==> src/rtl/lps_pkg.sv <==
package lps_pkg;

  typedef enum logic [1:0] {
    LS_ON    = 2'b00,
    LS_SLEEP = 2'b01,
    LS_SUSP  = 2'b10
  } lstate_t;

  typedef enum logic [2:0] {
    PH_ON,
    PH_SLP_IN,
    PH_SLP,
    PH_SLP_OUT,
    PH_SUS_IN,
    PH_SUS,
    PH_SUS_OUT
  } phase_t;

  // level shown to the outside for a phase: the level being left during a step
  function automatic lstate_t phase_level(input phase_t ph);
    case (ph)
      PH_SLP, PH_SLP_OUT: return LS_SLEEP;
      PH_SUS, PH_SUS_OUT: return LS_SUSP;
      default:            return LS_ON;
    endcase
  endfunction

  function automatic logic phase_moving(input phase_t ph);
    return (ph == PH_SLP_IN) || (ph == PH_SLP_OUT) ||
           (ph == PH_SUS_IN) || (ph == PH_SUS_OUT);
  endfunction

endpackage

==> src/rtl/lps_timer.sv <==
module lps_timer #(
  parameter int CW = 9
) (
  input  logic          clk,
  input  logic          rst,
  input  logic          clear,
  input  logic          load,
  input  logic [CW-1:0] load_val,
  output logic          expired
);

  logic [CW-1:0] cnt_q;

  always_ff @(posedge clk) begin
    if (rst || clear) begin
      cnt_q <= '0;
    end else if (load) begin
      cnt_q <= load_val;
    end else if (cnt_q != '0) begin
      cnt_q <= cnt_q - 1'b1;
    end
  end

  assign expired = (cnt_q == '0);

endmodule

==> src/rtl/lps_fsm.sv <==
module lps_fsm
  import lps_pkg::*;
#(
  parameter int SLP_ENTRY_CYC = 65,
  parameter int SLP_EXIT_CYC  = 100,
  parameter int SUS_ENTRY_CYC = 300,
  parameter int SUS_EXIT_CYC  = 200,
  parameter int CW            = 9
) (
  input  logic          clk,
  input  logic          rst,
  input  logic          req_sleep,
  input  logic          req_suspend,
  input  logic          req_resume,
  input  logic          bus_reset,
  input  logic          tmr_expired,
  output logic          tmr_clear,
  output logic          tmr_load,
  output logic [CW-1:0] tmr_val,
  output phase_t        phase_next
);

  // reload values: a step of N cycles loads N-1 and settles when zero is seen
  localparam logic [CW-1:0] LD_SLP_IN  = CW'(SLP_ENTRY_CYC - 1);
  localparam logic [CW-1:0] LD_SLP_OUT = CW'(SLP_EXIT_CYC - 1);
  localparam logic [CW-1:0] LD_SUS_IN  = CW'(SUS_ENTRY_CYC - 1);
  localparam logic [CW-1:0] LD_SUS_OUT = CW'(SUS_EXIT_CYC - 1);

  phase_t phase_q;

  always_comb begin
    phase_next = phase_q;
    tmr_clear  = 1'b0;
    tmr_load   = 1'b0;
    tmr_val    = '0;
    if (bus_reset) begin
      phase_next = PH_ON;
      tmr_clear  = 1'b1;
    end else begin
      unique case (phase_q)
        PH_ON: begin
          if (req_suspend) begin
            phase_next = PH_SUS_IN;
            tmr_load   = 1'b1;
            tmr_val    = LD_SUS_IN;
          end else if (req_sleep) begin
            phase_next = PH_SLP_IN;
            tmr_load   = 1'b1;
            tmr_val    = LD_SLP_IN;
          end
        end
        PH_SLP: begin
          if (req_resume) begin
            phase_next = PH_SLP_OUT;
            tmr_load   = 1'b1;
            tmr_val    = LD_SLP_OUT;
          end
        end
        PH_SUS: begin
          if (req_resume) begin
            phase_next = PH_SUS_OUT;
            tmr_load   = 1'b1;
            tmr_val    = LD_SUS_OUT;
          end
        end
        PH_SLP_IN:  if (tmr_expired) phase_next = PH_SLP;
        PH_SUS_IN:  if (tmr_expired) phase_next = PH_SUS;
        PH_SLP_OUT: if (tmr_expired) phase_next = PH_ON;
        PH_SUS_OUT: if (tmr_expired) phase_next = PH_ON;
        default:    phase_next = PH_ON;
      endcase
    end
  end

  always_ff @(posedge clk) begin
    if (rst) phase_q <= PH_ON;
    else     phase_q <= phase_next;
  end

endmodule

==> src/rtl/lps_status.sv <==
module lps_status
  import lps_pkg::*;
(
  input  logic       clk,
  input  logic       rst,
  input  phase_t     phase_next,
  output logic [1:0] link_state,
  output logic       busy,
  output logic       clk_stop_req
);

  always_ff @(posedge clk) begin
    if (rst) begin
      link_state   <= LS_ON;
      busy         <= 1'b0;
      clk_stop_req <= 1'b0;
    end else begin
      link_state   <= phase_level(phase_next);
      busy         <= phase_moving(phase_next);
      clk_stop_req <= (phase_next == PH_SUS);
    end
  end

endmodule

==> src/rtl/link_pwr_seq.sv <==
module link_pwr_seq
  import lps_pkg::*;
#(
  parameter int SLP_ENTRY_CYC = 65,
  parameter int SLP_EXIT_CYC  = 100,
  parameter int SUS_ENTRY_CYC = 300,
  parameter int SUS_EXIT_CYC  = 200
) (
  input  logic       clk,
  input  logic       rst,
  input  logic       req_sleep,
  input  logic       req_suspend,
  input  logic       req_resume,
  input  logic       bus_reset,
  output logic [1:0] link_state,
  output logic       busy,
  output logic       clk_stop_req
);

  localparam int MAX_SLP = (SLP_ENTRY_CYC > SLP_EXIT_CYC) ? SLP_ENTRY_CYC : SLP_EXIT_CYC;
  localparam int MAX_SUS = (SUS_ENTRY_CYC > SUS_EXIT_CYC) ? SUS_ENTRY_CYC : SUS_EXIT_CYC;
  localparam int MAX_LAT = (MAX_SLP > MAX_SUS) ? MAX_SLP : MAX_SUS;
  localparam int CW      = (MAX_LAT < 2) ? 1 : $clog2(MAX_LAT);

  logic          tmr_clear;
  logic          tmr_load;
  logic [CW-1:0] tmr_val;
  logic          tmr_expired;
  phase_t        phase_next;

  lps_fsm #(
    .SLP_ENTRY_CYC (SLP_ENTRY_CYC),
    .SLP_EXIT_CYC  (SLP_EXIT_CYC),
    .SUS_ENTRY_CYC (SUS_ENTRY_CYC),
    .SUS_EXIT_CYC  (SUS_EXIT_CYC),
    .CW            (CW)
  ) i_fsm (
    .clk         (clk),
    .rst         (rst),
    .req_sleep   (req_sleep),
    .req_suspend (req_suspend),
    .req_resume  (req_resume),
    .bus_reset   (bus_reset),
    .tmr_expired (tmr_expired),
    .tmr_clear   (tmr_clear),
    .tmr_load    (tmr_load),
    .tmr_val     (tmr_val),
    .phase_next  (phase_next)
  );

  lps_timer #(
    .CW (CW)
  ) i_timer (
    .clk      (clk),
    .rst      (rst),
    .clear    (tmr_clear),
    .load     (tmr_load),
    .load_val (tmr_val),
    .expired  (tmr_expired)
  );

  lps_status i_status (
    .clk          (clk),
    .rst          (rst),
    .phase_next   (phase_next),
    .link_state   (link_state),
    .busy         (busy),
    .clk_stop_req (clk_stop_req)
  );

endmodule

==> config.mk <==
export PLATFORM = sky130hd
export DESIGN_NAME = link_pwr_seq
export DESIGN_NICKNAME = d
export VERILOG_FILES = /design/src/rtl/lps_pkg.sv /design/src/rtl/lps_timer.sv /design/src/rtl/lps_fsm.sv /design/src/rtl/lps_status.sv /design/src/rtl/link_pwr_seq.sv
export SDC_FILE = /design/constraint.sdc
export NUM_CORES = 1
export LEC_CHECK = 0
export ABC_AREA = 1
export CORE_UTILIZATION = 40
export DETAILED_ROUTE_END_ITERATION = 10
export PLACE_DENSITY = 0.59
export SETUP_SLACK_MARGIN = 0.02
export SYNTH_ARGS = -nofsm -noshare
export SYNTH_HDL_FRONTEND = slang
export SYNTH_SLANG_ARGS = --single-unit
==> constraint.sdc <==
create_clock -name clk -period 4.1 [get_ports clk]
set_clock_uncertainty 0.15 [all_clocks]
set_input_delay 0.82 -clock clk [delete_from_list [all_inputs] [get_ports clk]]
set_output_delay 0.82 -clock clk [all_outputs]
set_load 0.01 [all_outputs]
== Yosys cells after proc, flatten, opt, wreduce, memory -nomap -nowiden ==
Cells that the tools add are included.

* Register bits: 16
* Input bits: 6
* Output and inout bits: 4
* Word-level logic and storage cells: 54

* Add/subtract/negate cells: 1
* Eq/ne operators: 12
* Mux-type cells: 24
* Reductions and logical operators: 12

{| class="wikitable"
|+ Operators by type and width
! cell !! count
|-
| $mux 9 || 4
|-
| $pmux 9 s3 || 1
|-
| $mux 3 || 8
|-
| $eq 3x3->1 const B || 6
|-
| $pmux 3 s6 || 1
|-
| $mux 7 || 2
|-
| $eq 3x2->1 const B || 4
|-
| $logic_not 9->1 || 1
|-
| $reduce_bool 9->1 || 1
|-
| $sub 9x1->9 const B || 1
|-
| $mux 8 || 1
|-
| $reduce_or 2->1 || 4
|-
| $eq 3x1->1 const B || 2
|-
| $mux 1 || 5
|-
| $logic_or 1x1->1 || 4
|-
| $pmux 2 s2 || 1
|-
| $logic_not 3->1 || 1
|-
| $pmux 1 s2 || 1
|-
| $reduce_bool 2->1 || 1
|}

== Longest topological paths before layout ==
* Depth in word-level cells: 8
* Depth in mapped cells: 12
* Mapped depth without buffers: 12

== By module ==
Synthesis repeated with hierarchy kept, for this count alone.

* Cell total of the unflattened synthesis: 170
* Area, all modules: 1072.3 sq um

{| class="wikitable"
|+ By module, submodules not included
! module !! instances !! cells each !! area an instance (sq um) !! seq. area each (sq um)
|-
| lps_timer || 1 || 91 || 580.6 || 180.2
|-
| lps_fsm || 1 || 61 || 349.1 || 60.1
|-
| lps_status || 1 || 18 || 142.6 || 80.1
|}

== Least setup slack after synthesis ==
No wires, ideal clock.

* Kind: input-to-reg
* Start point: input port req_suspend
* End point: register i_timer.cnt_q[0]
* Library setup time: 0.112 ns
* Arrival time: 1.389 ns
* Required time: 3.838 ns
* Slack: 2.450 ns
* Stages: 6
* Path buffers: 0
* Cells stage by stage: o211ai_1 -> nand3_2 -> nand2_4 -> nand3_1 -> nand2_1 -> nor2_1

* Word-level cells in the longest chain between the ends: 4
* Elaborated cells between the ends (all ways): 8
* Those cells by class: mux (7); reduce/logical (1)

{| class="wikitable"
|+ Ends and longest elaborated chain
! what !! RTL line !! RTL
|-
| from (decl) || link_pwr_seq.sv:12 || <nowiki>input logic req_suspend,</nowiki>
|-
| $mux 9 / $mux 1 (equally long branches) || lps_fsm.sv:42 || <nowiki>if (req_suspend) begin</nowiki>
|-
| $pmux 9 s3 / $pmux 1 s2 (equally long branches) || lps_fsm.sv:40 || <nowiki>unique case (phase_q)</nowiki>
|-
| $mux 9 / $mux 1 (equally long branches) || lps_fsm.sv:36 || <nowiki>if (bus_reset) begin</nowiki>
|-
| $mux 9 / $reduce_bool 2->1 (equally long branches) || -- ||
|-
| to (signal assigned) || lps_timer.sv:18 || <nowiki>cnt_q <= load_val;</nowiki>
|-
| to (signal assigned) || lps_timer.sv:20 || <nowiki>cnt_q <= cnt_q - 1'b1;</nowiki>
|-
| to (decl) || lps_timer.sv:12 || <nowiki>logic [CW-1:0] cnt_q;</nowiki>
|}

Parallel ways exist; a longest one is shown, timed or not.
A chain may end at the register's enable or synchronous reset.

== Worst setup path after layout ==
* Start point: register i_status.link_state[0]
* End point: output port link_state[0]

{| class="wikitable"
|+ RTL lines
! what !! RTL line !! RTL
|-
| from (decl) || lps_status.sv:7 || <nowiki>output logic [1:0] link_state,</nowiki>
|-
| from (signal assigned) || lps_status.sv:18 || <nowiki>link_state <= phase_level(phase_next);</nowiki>
|-
| to (decl) || link_pwr_seq.sv:15 || <nowiki>output logic [1:0] link_state,</nowiki>
|}

No word-level cell between the ends.

==> flow_summary.toml <==
[drt]
wl_per_cell_um = 11.2
wl_um = 2250
ant_nets = 0
drc = 0
drt_iter0_drc = 22
routed_via_density = 4.82
vias = 969
dr.pass1.iters = 4

[synthesis]
synth_cell_types = 22
yosysSeqAreaShare = 0.313
synth_top_area_cell = "dfxtp_1"
synth_top_area_share = 0.313
ys_async_sr_fraction = 0
synth_warnings = 0
synthTopCellsByArea = "dfxtp_1 31%, nand2_1 16%, nand3_1 9.3%, inv_1 7.0%, nor2_1 6.6%"
synth_common_cells = "43 x nand2_1, 19 x inv_1, 19 x nand3_1"
ys_ff_latch = 16
syn_area_mm2 = 0.00102
synth_fp_nets = 168
synth_area_per_cell_um2 = 6.40
synthFlopType = "dfxtp_1"
synth_most_common_cell = "nand2_1"
syn_inst = 160
synth_edf_count = 0

[final_layout]
drive_above_1_share = 0.173
fin_cells = 201
diodes = 0
n_fill_cell = 239
area.growth.synth_to_final_pct = 15.8
post-route-util = 0.511
seqCellArea_um2 = 320
layout.nets = 182
multi_input_area_um2 = 594

[global_routing]
grt_pass1_wl_um = 3890
grt_max_degree = 11
antenna_found_initial = 0
track_usage = 0.193
grt_pass1_vias = 907
overflow = 0

[clocking]
post_cts.repair.setup_buffers = 0
clock_latency_ns = 0.29
cts_buffer_depth = 2
h-tree-depth = 1
clkSinkCount = 16
cts_root_buf = "clkbuf_4"
path_clk_slew_ns = 0.10
ctsHoldBuffers = 0
cts.repair.resized = 0
cts_made_buffers = 3
cts_tree = "built"

[timing]
timing.final.crit_period_ns = 2.12
finalHoldViolations = 0
rsz0062_at_grt = "false"
finalSetupTns_ns = 0
post-route-period-util = 0.516
setup_viol = 0
slew_viol_final = 0
worstMarginPinSlew_ns = 0.328
fmax_mhz = 472
slew_headroom = 0.781
fin_ws_ns = 1.98

[worst_setup_path]
cpLargestDelayFamily = "buffers and inverters"
path_buf_inv = 1
worstSetupStartpointType = "flip-flop"
cp-end-kind = "output port"
slowest_delay_ns = 0.53
cp.arrival_ns = 1.15
cp_max_fo = 1
path_cells = "clkdlybuf4s50_1"
crit_slowest_cell = "clkdlybuf4s50_1"
worstPathRequired_ns = 3.13
crit_type = "flip-flop to output port"

[placed_design]
pre_cts_slack_ns = 1.74
placed_cells = 197
numPortBuffers = 9
place_hpwl_um = 1770
place.gp.congestion = 0.797

[min_path]
hp-class = "flip-flop to flip-flop"

[flow_run]
maxCapViolCount = 0

[floorplanning]
die-area_mm2 = 0.00277
rows = 17
placeableCoreArea_mm2 = 0.00232
die_x_um = 52.6
initial_utilization = 0.441
pin_count = 10
fp.dieH_um = 52.6

[power]
powerDensity_mw_per_mm2 = 656
vdd_drop_max_v = 0.000390
leakagePower_nw = 0.620

[outcome]
outcome = "complete, no violations"
state kept, by name, summed over array words and instances (netlist names):
signal                 count
i_status.clk_stop_req      1
i_status.link_state        2
i_fsm.phase_q              3
i_status.busy              1
i_timer.cnt_q              9
cells by family after synthesis:
| logic type | after synthesis | synth area share |
|---|---|---|
| AOI/OAI and AO/OA | 14 | 0.0807 |
| buffers and inverters | 29 | 0.106 |
| DFF | 16 | 0.313 |
| adders and majority gates | 2 | 0.0244 |
| xor gates and xnor gates | 3 | 0.0257 |
| and+or+nand+nor | 96 | 0.450 |
where the power goes:
group / total (mW) / switching, mW / internal, mW
Combinational: 0.452 / 0.287 / 0.165
Sequential: 0.219 / 0.0281 / 0.191
Clock: 0.106 / 0.0519 / 0.0541
through the flow:
| step | hold slack, ns | instance area, µm² | power [mW] |
|---|---|---|---|
| 2_1_floorplan | 0.382 | 1020 | 0.570 |
| 3_3_place_gp | 0.420 | 1150 | 0.667 |
| 3_5_place_dp | 0.415 | 1150 | 0.670 |
| 4_1_cts | 0.431 | 1180 | 0.779 |
| 5_1_grt | 0.451 | 1180 | 0.863 |
| 6_report | 0.433 | 1180 | 0.777 |
cell usage in the layout, fill, tap and decap left out:
master / synthesis / layout
nand3_2: 2 / 2
and3_4: 1 / 1
nor2_2: 3 / 3
nand2_2: 4 / 4
ha_1: 2 / 2
nand2_4: 2 / 2
a21oi_2: 2 / 2
a21oi_1: 4 / 4
o21ai_0: 6 / 6
o211ai_1: 1 / 1
nand2_1: 43 / 43
dfxtp_1: 16 / 16
xor2_1: 3 / 3
nor2_1: 18 / 18
clkdlybuf4s50_1: 0 / 9
nand3b_1: 1 / 1
nor2_4: 1 / 1
clkinv_1: 1 / 1
nand3_1: 19 / 19
clkbuf_4: 0 / 3
clkbuf_8: 0 / 1
o31ai_1: 1 / 1
nor3_2: 2 / 2
inv_2: 9 / 9
inv_1: 19 / 19
final timing paths:
check	endpoint	slack, ns	cells after the start	startpoint
hold reg to reg	i_timer.cnt_q[7]	0.43	4	i_timer.cnt_q[7]
hold / removal	i_timer.cnt_q[7]	0.43	4	i_timer.cnt_q[7]
setup reg to reg	i_status.busy	2.33	12	i_timer.cnt_q[0]
setup / recovery	link_state[0]	1.98	1	i_status.link_state[0]
area by class of cell:
cell class                 count  share of cell area
multi-input combinational    115               0.502
sequential                    16               0.270
inverter                      29              0.0919
timing repair buffer           9              0.0760
clock buffer                   4              0.0306
tap                           28              0.0296
routing by layer:
| metal | up-vias | GRT usage | share of wire |
|---|---|---|---|
| li1 | 522 | - | - |
| met1 | 426 | 0.243 | 0.51 |
| met2 | 17 | 0.308 | 0.44 |
| met3 | 4 | 0.0406 | 0.032 |
| met4 | 0 | 0.0965 | 0.016 |
| met5 | - | 0 | 0 |
Power figures use the tool's default switching activity.
